==> config.mk <==
export PLATFORM = sky130hd
export DESIGN_NAME = sysclk_sel_div
export DESIGN_NICKNAME = d
export VERILOG_FILES = /design/src/rtl/sck_pkg.sv /design/src/rtl/sck_src_pick.sv /design/src/rtl/sck_prescale.sv /design/src/rtl/sck_div3.sv /design/src/rtl/sysclk_sel_div.sv
export SDC_FILE = /design/constraint.sdc
export NUM_CORES = 1
export LEC_CHECK = 0
export ABC_AREA = 1
export BUFFER_PORTS_ARGS = -buffer_cell sky130_fd_sc_hd__buf_2
export CORE_MARGIN = 2
export CORE_UTILIZATION = 45
export DETAILED_ROUTE_END_ITERATION = 7
export GPL_TIMING_DRIVEN = 0
export PLACE_DENSITY = 0.73
export SYNTH_ARGS = -nofsm -noshare
export SYNTH_HDL_FRONTEND = slang
export SYNTH_SLANG_ARGS = --single-unit
export TNS_END_PERCENT = 100
==> constraint.sdc <==
create_clock -name clk -period 1.2 [get_ports clk]
set_clock_uncertainty 0.1 [all_clocks]
set_input_delay 0.06 -clock clk [delete_from_list [all_inputs] [get_ports clk]]
set_output_delay 0.06 -clock clk [all_outputs]
set_load 0.02 [all_outputs]
==> src/rtl/sck_pkg.sv <==
package sck_pkg;

    typedef enum logic {
        PS_ARMED = 1'b0,
        PS_COUNT = 1'b1
    } ps_state_t;

    typedef enum logic [1:0] {
        MC_PH0 = 2'd0,
        MC_PH1 = 2'd1,
        MC_PH2 = 2'd2
    } mc_state_t;

endpackage

==> src/rtl/sck_src_pick.sv <==
module sck_src_pick #(
    parameter int SEL_W   = 2,
    parameter int NUM_SRC = 1 << SEL_W
) (
    input  logic [NUM_SRC-1:0] src_tick,
    input  logic [SEL_W-1:0]   sel,
    output logic               tick_out
);

    logic [NUM_SRC-1:0] hit;

    // one-hot gating of each source by its select code
    for (genvar i = 0; i < NUM_SRC; i++) begin : g_src
        assign hit[i] = src_tick[i] && (sel == SEL_W'(i));
    end

    assign tick_out = |hit;

endmodule

==> src/rtl/sck_prescale.sv <==
module sck_prescale
    import sck_pkg::*;
#(
    parameter int DIV_W = 2
) (
    input  logic             clk,
    input  logic             rst_n,
    input  logic             clr,
    input  logic             tick,
    input  logic [DIV_W-1:0] ratio_sel,
    output logic             stb
);

    localparam int CNT_W = (1 << DIV_W) - 1;

    ps_state_t        st_q, st_d;
    logic [CNT_W-1:0] cnt_q, cnt_d;
    logic [CNT_W-1:0] last;

    assign last = CNT_W'((1 << ratio_sel) - 1);

    always_ff @(posedge clk) begin
        if (!rst_n) begin
            st_q  <= PS_ARMED;
            cnt_q <= '0;
        end else begin
            st_q  <= st_d;
            cnt_q <= cnt_d;
        end
    end

    always_comb begin
        st_d  = st_q;
        cnt_d = cnt_q;
        stb   = 1'b0;
        if (clr) begin
            st_d  = PS_ARMED;
            cnt_d = '0;
        end else if (tick) begin
            unique case (st_q)
                PS_ARMED: begin
                    stb = 1'b1;
                    if (last != '0) begin
                        st_d  = PS_COUNT;
                        cnt_d = CNT_W'(1);
                    end
                end
                PS_COUNT: begin
                    if (cnt_q == last) begin
                        st_d  = PS_ARMED;
                        cnt_d = '0;
                    end else begin
                        cnt_d = cnt_q + CNT_W'(1);
                    end
                end
                default: begin
                    st_d  = PS_ARMED;
                    cnt_d = '0;
                end
            endcase
        end
    end

    // a system strobe needs a selected tick
    p_stb_on_tick_r4: assert property (@(posedge clk) disable iff (!rst_n)
        stb |-> tick);

    // a clear always re-arms the prescaler
    p_clr_rearms_r6: assert property (@(posedge clk) disable iff (!rst_n)
        clr |=> (st_q == PS_ARMED && cnt_q == '0));

endmodule

==> src/rtl/sck_div3.sv <==
module sck_div3
    import sck_pkg::*;
(
    input  logic clk,
    input  logic rst_n,
    input  logic clr,
    input  logic sys_stb,
    output logic mc_stb
);

    mc_state_t st_q, st_d;

    always_ff @(posedge clk) begin
        if (!rst_n) st_q <= MC_PH0;
        else        st_q <= st_d;
    end

    always_comb begin
        st_d   = st_q;
        mc_stb = 1'b0;
        if (clr) begin
            st_d = MC_PH0;
        end else if (sys_stb) begin
            unique case (st_q)
                MC_PH0:  st_d = MC_PH1;
                MC_PH1:  st_d = MC_PH2;
                MC_PH2: begin
                    st_d   = MC_PH0;
                    mc_stb = 1'b1;
                end
                default: st_d = MC_PH0;
            endcase
        end
    end

    // machine-cycle pulse only together with a system strobe
    p_mc_with_sys_r5: assert property (@(posedge clk) disable iff (!rst_n)
        mc_stb |-> sys_stb);

    // a machine-cycle pulse restarts the group of three
    p_mc_restarts_r5: assert property (@(posedge clk) disable iff (!rst_n)
        mc_stb |=> st_q == MC_PH0);

endmodule

==> src/rtl/sysclk_sel_div.sv <==
module sysclk_sel_div #(
    parameter int SEL_W      = 2,
    parameter int DIV_W      = 2,
    parameter int MODE_W     = SEL_W + DIV_W,
    parameter int NUM_SRC    = 1 << SEL_W,
    parameter int RESET_MODE = 12
) (
    input  logic               clk,
    input  logic               rst_n,
    input  logic               wr_en,
    input  logic [MODE_W-1:0]  wr_data,
    input  logic [NUM_SRC-1:0] src_tick,
    output logic               sys_stb,
    output logic               mc_stb,
    output logic [MODE_W-1:0]  mode_q
);

    localparam logic [MODE_W-1:0] MODE_RST = MODE_W'(RESET_MODE);

    logic mode_chg;
    logic sel_tick;

    assign mode_chg = wr_en && (wr_data != mode_q);

    always_ff @(posedge clk) begin
        if (!rst_n)        mode_q <= MODE_RST;
        else if (mode_chg) mode_q <= wr_data;
    end

    sck_src_pick #(
        .SEL_W   (SEL_W),
        .NUM_SRC (NUM_SRC)
    ) u_pick (
        .src_tick (src_tick),
        .sel      (mode_q[SEL_W-1:0]),
        .tick_out (sel_tick)
    );

    sck_prescale #(
        .DIV_W (DIV_W)
    ) u_pre (
        .clk       (clk),
        .rst_n     (rst_n),
        .clr       (mode_chg),
        .tick      (sel_tick),
        .ratio_sel (mode_q[MODE_W-1:SEL_W]),
        .stb       (sys_stb)
    );

    sck_div3 u_div3 (
        .clk     (clk),
        .rst_n   (rst_n),
        .clr     (mode_chg),
        .sys_stb (sys_stb),
        .mc_stb  (mc_stb)
    );

    // no strobe in the cycle of a changing write
    p_no_stb_on_switch_r6: assert property (@(posedge clk) disable iff (!rst_n)
        mode_chg |-> !sys_stb && !mc_stb);

    // a changing write is visible one cycle later
    p_readback_r8: assert property (@(posedge clk) disable iff (!rst_n)
        mode_chg |=> mode_q == $past(wr_data));

    // without a write the register holds
    p_hold_r8: assert property (@(posedge clk) disable iff (!rst_n)
        !wr_en |=> $stable(mode_q));

endmodule

; ---- After elaboration in Yosys (flattened, before gate mapping)
; Cells that the tools add are included.
[word_totals]
regBits = 10
inputBits = 11
out_inout_bits = 6
[classes]
n_addsub = 2
n_eq_ne = 8
n_shift = 1
mux = 13
bitwise = 2
n_reduce_logical = 11
[op_table]
columns = op, count
row1 = two-way mux 1 bit, 8
row2 = == test 2 bit (second input constant), 3
row3 = two-way mux 3 bit, 2
row4 = case mux 3 bit (2 select lines), 1
row5 = logical AND 1 bit, 5
row6 = == test 2 x 1 -> 1 bit (second input constant), 2
row7 = logical NOT 2 bit, 2
row8 = inequality test 4 bit, 1
row9 = case mux 2 bit (2 select lines), 1
row10 = OR reduction 4 bit, 1
row11 = adder 3 x 1 -> 3 bit (second input constant), 1
row12 = == test 3 bit, 1
row13 = nonzero test 3 bit, 1
row14 = left shift 1 x 2 -> 3 bit (first input constant), 1
row15 = subtractor 3 x 2 -> 3 bit (second input constant), 1
row16 = inequality test 2 x 1 -> 1 bit (second input constant), 1
row17 = inverter 1 bit, 2
row18 = case mux 1 bit (2 select lines), 1
row19 = AND reduction 2 bit, 1
row20 = OR reduction 2 bit, 1

; ---- Depth between registers and ports, before layout
; Gate-level depths: netlist of the first run.
[logic_depth]
ltp_word = 7
depth_mapped = 11

; ---- Cells and area by module
; A second synthesis of the first run with hierarchy kept.
[hier_totals]
cells_unflattened = 116
area_unflattened_um2 = 676.9
[modules_own_cells]
columns = module, instances, cells_per_inst, area_each_um2, seq_area_each_um2
row1 = sck_prescale, 1, 48, 277.8, 80.1
row2 = sysclk_sel_div, 1, 38, 241.5, 80.1
row3 = sck_div3, 1, 17, 106.4, 40.0
row4 = sck_src_pick, 1, 13, 51.3, 0.0

; ---- Worst setup path before layout of the first run
; OpenSTA, ideal clock, no wires.
[synth_path]
path_type = register to output
start = reg mode_q[0]
end = out mc_stb
arrival_time_ns = 1.371
t_required_ns = 1.040
path_slack_ns = -0.331
stages_incl_launch_ff = 10
n_path_buf = 1
path_cell_list = dfxtp_1 inv_2 nand2_1 nand2_1 nor2_1 nand2_1 nand2_2 buf_6 nand3_2 nor2_1
[synth_between]
elab_chain_len = 7
[synth_lines]
columns = element, line_no
row1 = start: declaration, sysclk_sel_div.sv:15  ; output logic [MODE_W-1:0] mode_q
row2 = start signal: assignment, sysclk_sel_div.sv:27  ; else if (mode_chg) mode_q <= wr_data;
row3 = == test 2 x 1 -> 1 bit (tied with other cells), sck_src_pick.sv:14  ; assign hit[i] = src_tick[i] && (sel == SEL_W'(i));
row4 = logical AND 1 bit, sck_src_pick.sv:14
row5 = OR reduction 4 bit, sck_src_pick.sv:17  ; assign tick_out = |hit;
row6 = two-way mux 1 bit, sck_prescale.sv:39  ; end else if (tick) begin
row7 = two-way mux 1 bit, sck_prescale.sv:36  ; if (clr) begin
row8 = two-way mux 1 bit, sck_div3.sv:23  ; end else if (sys_stb) begin
row9 = two-way mux 1 bit *, sck_div3.sv:21  ; if (clr) begin
row10 = end: declaration, sysclk_sel_div.sv:14  ; output logic mc_stb,
; Mark *: on every way between the ends. The rest lies on a longest branch, timed or not.

; ---- Worst setup path after layout of the first run
; Same ends and word-level chain as after synthesis.

==> impl_metrics.csv, run 1 <==
group,metric,value,unit
logic_synthesis,ys_top_cells_by_area,"dfxtp_1 (29%), nand2_1 (20%), nor2_1 (7.1%)",
sta,fin_crit,1.625,ns
sta,hold_violations,0,
outcome,status,"complete, but fails checks",
logic_synthesis,ys_ff_latch,10,
sta,worst_slack,-0.4245,ns
place,port_buffers,16,
worst_setup_path,reg2reg_setup_slack,-0.23,ns
clock_tree,cts_tree,"done",
global_route,grtUsageMet2,0.3515,
power,leakage,0.5300,nW
routing,postRouteAntennaNets,0,
global_route,gr-usage-met1,0.2266,
logic_synthesis,yosysTopAreaCell,"dfxtp_1",
routing,drt_iter0_drc,9,
sta,relSlewSlack,0.8402,
routing,vias,753,
worst_setup_path,cp.arrival,1.46,ns
global_route,overflow,0,
die,pin_count,17,
global_route,grt_max_degree,9,
final_layout,finalInstanceArea,0.001064,mm²
routing,routed_via_density,4.796,
clock_tree,cts_buffers,3,
power,peakVddDrop,0.6720,mV
final_layout,area_growth,55.68,%
worst_hold_path,hp-class,"in -> reg",
worst_setup_path,reg2reg_from,"mode_q[0]",
logic_synthesis,syn-cell-area,683.2,µm²
clock_tree,cts.sinks,10,
final_layout,drive_above_1_share,0.4965,
clock_tree,clkTransAtPathRegs,0.09,ns
clock_tree,htree_levels,1,
logic_synthesis,synth.distinct_cells,19,
worst_setup_path,path_class,"reg -> out",
power,pwr_density_cell,1037,mW/mm²
final_layout,fillers,106,
worst_setup_path,cpPeakStageDelay,0.39,ns
worst_setup_path,end_kind,"output port",
die,rows,14,
logic_synthesis,synth.top_cell.area_share,0.2930,
sta,fin_crit_sh,1.354,
global_route,grt_pass1_wl,2732,µm
clock_tree,cts_buffer_depth,2,
global_route,grt.met3_usage,0.02553,
place,dp.cells,139,
sta,rsz0062_at_grt,"yes",
logic_synthesis,yosys_warnings,0,
worst_hold_path,min_path_cells,5,
final_layout,post-route-util,0.7228,
worst_setup_path,r2r_cells,11,
logic_synthesis,postSynthCellCount,107,
routing,remaining_drc_errors,0,
worst_setup_path,worstPathCellList,"inv_4 > nand2_2 > nand2_1 > nor2_2 > nand2_1 > nand2_2 > buf_8 > nand3_4 > nor2_4 > buf_6",
worst_setup_path,slowest_stage,"dfxtp_4",
die,initial_utilization,0.4643,
worst_setup_path,crit_family,"simple AND/OR/NAND/NOR gates",
run,drv_cap,0,
final_layout,final_cells,157,
routing,wl_per_cell,11.39,µm
worst_hold_path,hp-start,"wr_en",
die,die_y,42.97,µm
worst_setup_path,critical_path.reg2reg.endpoint,"mode_q[1]",
routing,routed_wl,1789,µm
worst_hold_path,holdPathEnd,"u_pre.st_q",
place,dpl-instance-area,815.8,µm²
sta,worst_slew_pin_slew,0.2394,ns
logic_synthesis,synthesis.nets,119,
worst_setup_path,path_buf_inv,3,
clock_tree,ctsRootBufferMaster,"clkbuf_4",
die,core-area,0.001471,mm²
logic_synthesis,yosysSeqAreaShare,0.2930,
sta,setup_tns,-2.325,ns
worst_setup_path,crit_path_start_kind,"flop",
final_layout,diodes,0,
sta,slew_viol_final,0,
sta,whs,0.09546,ns
clock_tree,worstSkewPairLatency,0.29,ns
routing,dr.pass1.iters,4,
global_route,grt_pass1_vias,696,
sta,max_freq,615.6,MHz
outcome,violations,"negative setup slack",
sta,setup_violations,12,
worst_setup_path,cp_max_fo,5,
die,die_w,42.97,µm
global_route,grt-busiest-layer,"met2",
place,dp_slack,-0.1916,ns
power,power.total,1.103,mW
place,place_hpwl,1041,µm
final_layout,fin_nets,154,
global_route,antenna_found_initial,0,
logic_synthesis,avgSynthCellArea,6.385,µm²
global_route,grtUsageTotal,0.1984,
die,fp.dieArea,0.001846,mm²
worst_setup_path,crit_required,1.04,ns
place,gp_congestion,0.7909,
worst max path at each step:
stage               from     end  slack [ns]  cells after the start
2_1_floorplan  mode_q[0]  mc_stb       -0.05                      9
3_3_place_gp   mode_q[0]  mc_stb       -0.17                     10
3_5_place_dp   mode_q[0]  mc_stb       -0.19                     10
4_1_cts        mode_q[0]  mc_stb       -0.40                     10
5_1_grt        mode_q[0]  mc_stb       -0.53                     10
6_report       mode_q[0]  mc_stb       -0.42                     10
where the power goes:
group	internal [mW]	leakage, nW	switching [mW]
combinational	0.168	0.425	0.207
clock	0.185	0.0210	0.155
sequential	0.353	0.0839	0.0359
sequential cells by signal, summed over array words and instances, names as in the netlist:
signal and count:
mode_q 4, u_pre.cnt_q 3, u_div3.st_q 2, u_pre.st_q 1
cell families after synthesis:
family	Yosys count	share of synthesized area
flops	10	0.2930
xor+xnor	2	0.02565
simple gates	67	0.4817
fa+ha+maj	1	0.01831
compound gates	8	0.06591
buf+inv	19	0.1154
tightest hold or removal path, stage by stage:
cell and delay, ns:
buf_2 0.08, nand2_2 0.06, buf_4 0.14, nand2_4 0.06
a21oi_1 0.04
layout make-up:
class | count | area (µm²) | share of cell area
repair buffers | 30 | 214.0 | 0.2012
well taps | 16 | 20.02 | 0.01882
flip-flops and latches | 10 | 216.5 | 0.2035
inverters | 18 | 78.83 | 0.07412
clock buffers | 4 | 36.28 | 0.03412
plain buffers | 1 | 15.01 | 0.01412
multi-input cells | 78 | 483.0 | 0.4541
cells in the mapped netlist:
cell,count
nand3_1,5
inv_2,7
xor2_1,2
nand4_1,1
inv_1,10
nor2_1,13
o21ai_0,3
o211ai_1,2
clkinv_1,1
nor2_8,1
buf_6,1
nand3_2,4
nor2_2,1
ha_1,1
a21oi_1,3
nand2_4,2
nand2_2,4
dfxtp_1,10
nand2_1,36
routing by layer:
layer / vias up / share of wire
li1: 395 / -
met1: 337 / 0.40
met2: 16 / 0.55
met3: 5 / 0.029
met4: 0 / 0.028
met5: - / 0
cells in the final DEF (no fill, tap or decap):
master / synthesis / layout
nand2_1: 36 / 29
buf_2: 0 / 14
inv_1: 10 / 9
nor2_1: 13 / 9
nand2_2: 4 / 9
buf_4: 0 / 8
dlygate4sd3_1: 0 / 5
dfxtp_1: 10 / 5
inv_2: 7 / 4
inv_4: 0 / 4
nand2_4: 2 / 4
nand3_1: 5 / 4
dfxtp_4: 0 / 4
nor2_2: 1 / 3
nand3_2: 4 / 3
clkbuf_4: 0 / 3
buf_6: 1 / 3
nand3_4: 0 / 2
nor2_4: 0 / 2
o21ai_1: 0 / 2
o211ai_1: 2 / 2
a21oi_1: 3 / 2
buf_8: 0 / 1
nor2_8: 1 / 1
clkinv_2: 0 / 1
xor2_1: 2 / 1
xor2_2: 0 / 1
a21oi_2: 0 / 1
nand4_1: 1 / 1
o21ai_0: 3 / 1
ha_1: 1 / 1
clkbuf_8: 0 / 1
dfxtp_2: 0 / 1
timing repair:
item	4_1_cts	5_1_grt
endpoints found under the setup margin	12	12
gates resized for setup	15	15
buffers inserted	7	3
gates cloned	0	0
hold endpoints to repair	6	0
hold buffers	5	0
pin swaps	4	4
Note: power is estimated with default switching activity, not from simulation.
==> run 2, diff against run 1 <==
- ABC_AREA: 1 -> unset
- CORE_UTILIZATION: 45 -> 44
==> impl_metrics.csv, run 2 <==
group,metric,value,unit
clock_tree,cts_tree,"done",
sta,rsz0062_at_grt,"yes",
routing,postRouteAntennaNets,0,
sta,fin_crit,1.859,ns
die,pin_count,17,
die,die_w,41.14,µm
die,rows,13,
routing,dr.pass1.iters,4,
final_layout,top_register,"mode_q",
final_layout,final_cells,111,
power,pwr_density_cell,985.8,mW/mm²
worst_setup_path,end_kind,"output port",
worst_setup_path,path_class,"reg -> out",
logic_synthesis,syn-cell-area,606.8,µm²
final_layout,final_cell_mix,"buf_2 (14), nand2_1 (7), dfxtp_1 (6)",
place,gp_congestion,0.7418,
power,p_sw,0.2713,mW
power,peakVddDrop,0.6601,mV
run,drv_cap,0,
outcome,status,"complete, but fails checks",
logic_synthesis,async_flop_share,0,
sta,setup_violations,8,
power,switching_share,0.2901,
routing,drt_iter0_drc,21,
final_layout,largest_register_ffs,4,
worst_setup_path,startpoint,"mode_q[1]",
logic_synthesis,yosysSeqAreaShare,0.3299,
power,combPwrFrac,0.276,
clock_tree,htree_levels,1,
power,power.total,0.9350,mW
logic_synthesis,avgSynthCellArea,9.057,µm²
die,fp.dieArea,0.001692,mm²
worst_hold_path,hp-class,"in -> reg",
sta,whs,0.1188,ns
global_route,overflow,0,
sta,worst_slack,-0.6593,ns
logic_synthesis,yosys_warnings,0,
logic_synthesis,synth_ff_type,"dfxtp_1",
sta,hold_violations,0,
global_route,grt_pass1_vias,538,
worst_setup_path,cpPeakStageDelay,0.39,ns
power,clockPowerShare,0.320,
final_layout,drive_above_1_share,0.4896,
worst_setup_path,slowest_stage,"o41ai_2",
worst_setup_path,cp.arrival,1.70,ns
logic_synthesis,ys_ff_latch,10,
worst_hold_path,hp-start,"wr_en",
sta,relSlewSlack,0.6520,
logic_synthesis,postSynthCellCount,67,
clock_tree,cts_buffer_depth,2,
routing,remaining_drc_errors,0,
global_route,antenna_found_initial,0,
logic_synthesis,synth.distinct_cells,30,
place,dp.cells,97,
clock_tree,ctsRootBufferMaster,"clkbuf_4",
worst_setup_path,worstPathCellList,"xor2_1 > o41ai_2 > nor2b_4 > and3b_2 > buf_6",
sta,fin_crit_sh,1.549,
place,dp_slack,-0.4566,ns
logic_synthesis,synth-edff-count,0,
logic_synthesis,ys_top_cells_by_area,"dfxtp_1 (33%), mux2i_1 (6.6%), xor2_1 (5.8%)",
power,leakage,0.3817,nW
routing,vias,646,
die,initial_utilization,0.4663,
clock_tree,worstSkewPairLatency,0.27,ns
outcome,violations,"negative setup slack",
clock_tree,cts.sinks,10,
routing,routed_wl,1848,µm
final_layout,diodes,0,
global_route,grtUsageTotal,0.2246,
sta,setup_tns,-3.844,ns
place,port_buffers,15,
logic_synthesis,synthesis.nets,79,
global_route,grt_pass1_wl,2421,µm
logic_synthesis,synth_most_common_cell,"dfxtp_1",
routing,wl_per_cell,16.65,µm
logic_synthesis,yosysTopAreaCell,"dfxtp_1",
logic_synthesis,synth.top_cell.area_share,0.3299,
final_layout,area_growth,56.29,%
worst_setup_path,crit_path_start_kind,"flop",
final_layout,largest_registers,"mode_q: 4 flops, u_pre.cnt_q: 3 flops, u_div3.st_q: 2 flops",
routing,routed_via_density,5.820,
final_layout,layout_commonest_cell,"buf_2",
place,place_hpwl,991.8,µm
sta,slew_viol_final,0,
power,p_int,0.6637,mW
sta,worst_slew_pin_slew,0.5149,ns
die,core-area,0.001301,mm²
die,die_y,41.14,µm
global_route,grt_max_degree,11,
clock_tree,clkTransAtPathRegs,0.07,ns
logic_synthesis,synth_commonest_cells,"dfxtp_1 (10), nand2_1 (8)",
power,pwr-share-seq,0.404,
clock_tree,cts_buffers,3,
worst_setup_path,reg2reg_from,"mode_q[0]",
worst_setup_path,crit_required,1.04,ns
sta,max_freq,537.8,MHz
final_layout,fin_nets,109,
worst_setup_path,cp_max_fo,4,
run 2: cell type report:
class,count,area (µm²)
plain buffers,1,3.754
fillers,90,352.8
clock buffers,4,36.28
repair buffers,27,202.7
well taps,15,18.77
flip-flops and latches,10,212.7
multi-input cells,54,474.2
run 2: worst paths after layout:
check                                 endpoint  slack [ns]  cells past startpoint
worst min register to register  u_div3.st_q[1]        0.41                      2
worst max register to register  u_pre.cnt_q[1]       -0.51                      6
worst max-delay path                    mc_stb       -0.66                      5
worst min-delay path                 mode_q[2]        0.12                      3
run 2: what timing repair did:
action / in CTS / in global routing
hold buffers: 5 / 0
setup endpoints to repair: 8 / 8
pin swaps: 5 / 3
resized for setup: 9 / 13
endpoints found under the hold margin: 4 / 0
gates cloned: 0 / 0
setup buffers: 4 / 4
run 2: worst max-delay path, delay by kind of cell, from the launching register on:
family          cells  cell delay [ns]
simple gates        2             0.39
buf+inv             1             0.11
compound gates      1             0.39
flops               1             0.35
xor+xnor            1             0.19
run 2: per-stage QoR:
stage	util	instance area, µm²
2_1_floorplan	-	640.6
3_3_place_gp	0.5644	734.5
3_5_place_dp	0.5644	734.5
4_1_cts	0.6692	870.8
5_1_grt	0.7288	948.4
6_report	0.7288	948.4
run 2: cell families (layout without fill, tap and decap cells):
| group | count (synthesis) | in the layout | share of synthesized area |
|---|---|---|---|
| XOR/XNOR | 4 | 4 | 0.05773 |
| buffers and inverters | 3 | 32 | 0.02062 |
| AO/OA/AOI/OAI | 14 | 14 | 0.1588 |
| multiplexers | 5 | 5 | 0.1031 |
| AND/OR/NAND/NOR | 30 | 30 | 0.3093 |
| flip-flops | 10 | 10 | 0.3299 |
| adder cells (fa/ha/maj) | 1 | 1 | 0.02062 |
run 2: power by group through the flow:
stage / Sequential (mW) / Clock [mW] / Combinational, mW
finish: 0.378 / 0.299 / 0.258
global route: 0.381 / 0.320 / 0.275
CTS: 0.368 / 0.309 / 0.216
detailed placement: 0.374 / 0 / 0.171
global placement: 0.373 / 0 / 0.167
floorplan: 0.380 / 0 / 0.114
run 2: per-layer routing:
| layer | up-vias | GRT usage | wire length (µm) |
|---|---|---|---|
| met1 | 299 | 0.3127 | 773 |
| met3 | 6 | 0.09239 | 142 |
| li1 | 307 | - | - |
| met5 | - | 0 | 0 |
| met2 | 34 | 0.3125 | 895 |
| met4 | 0 | 0.06452 | 36 |
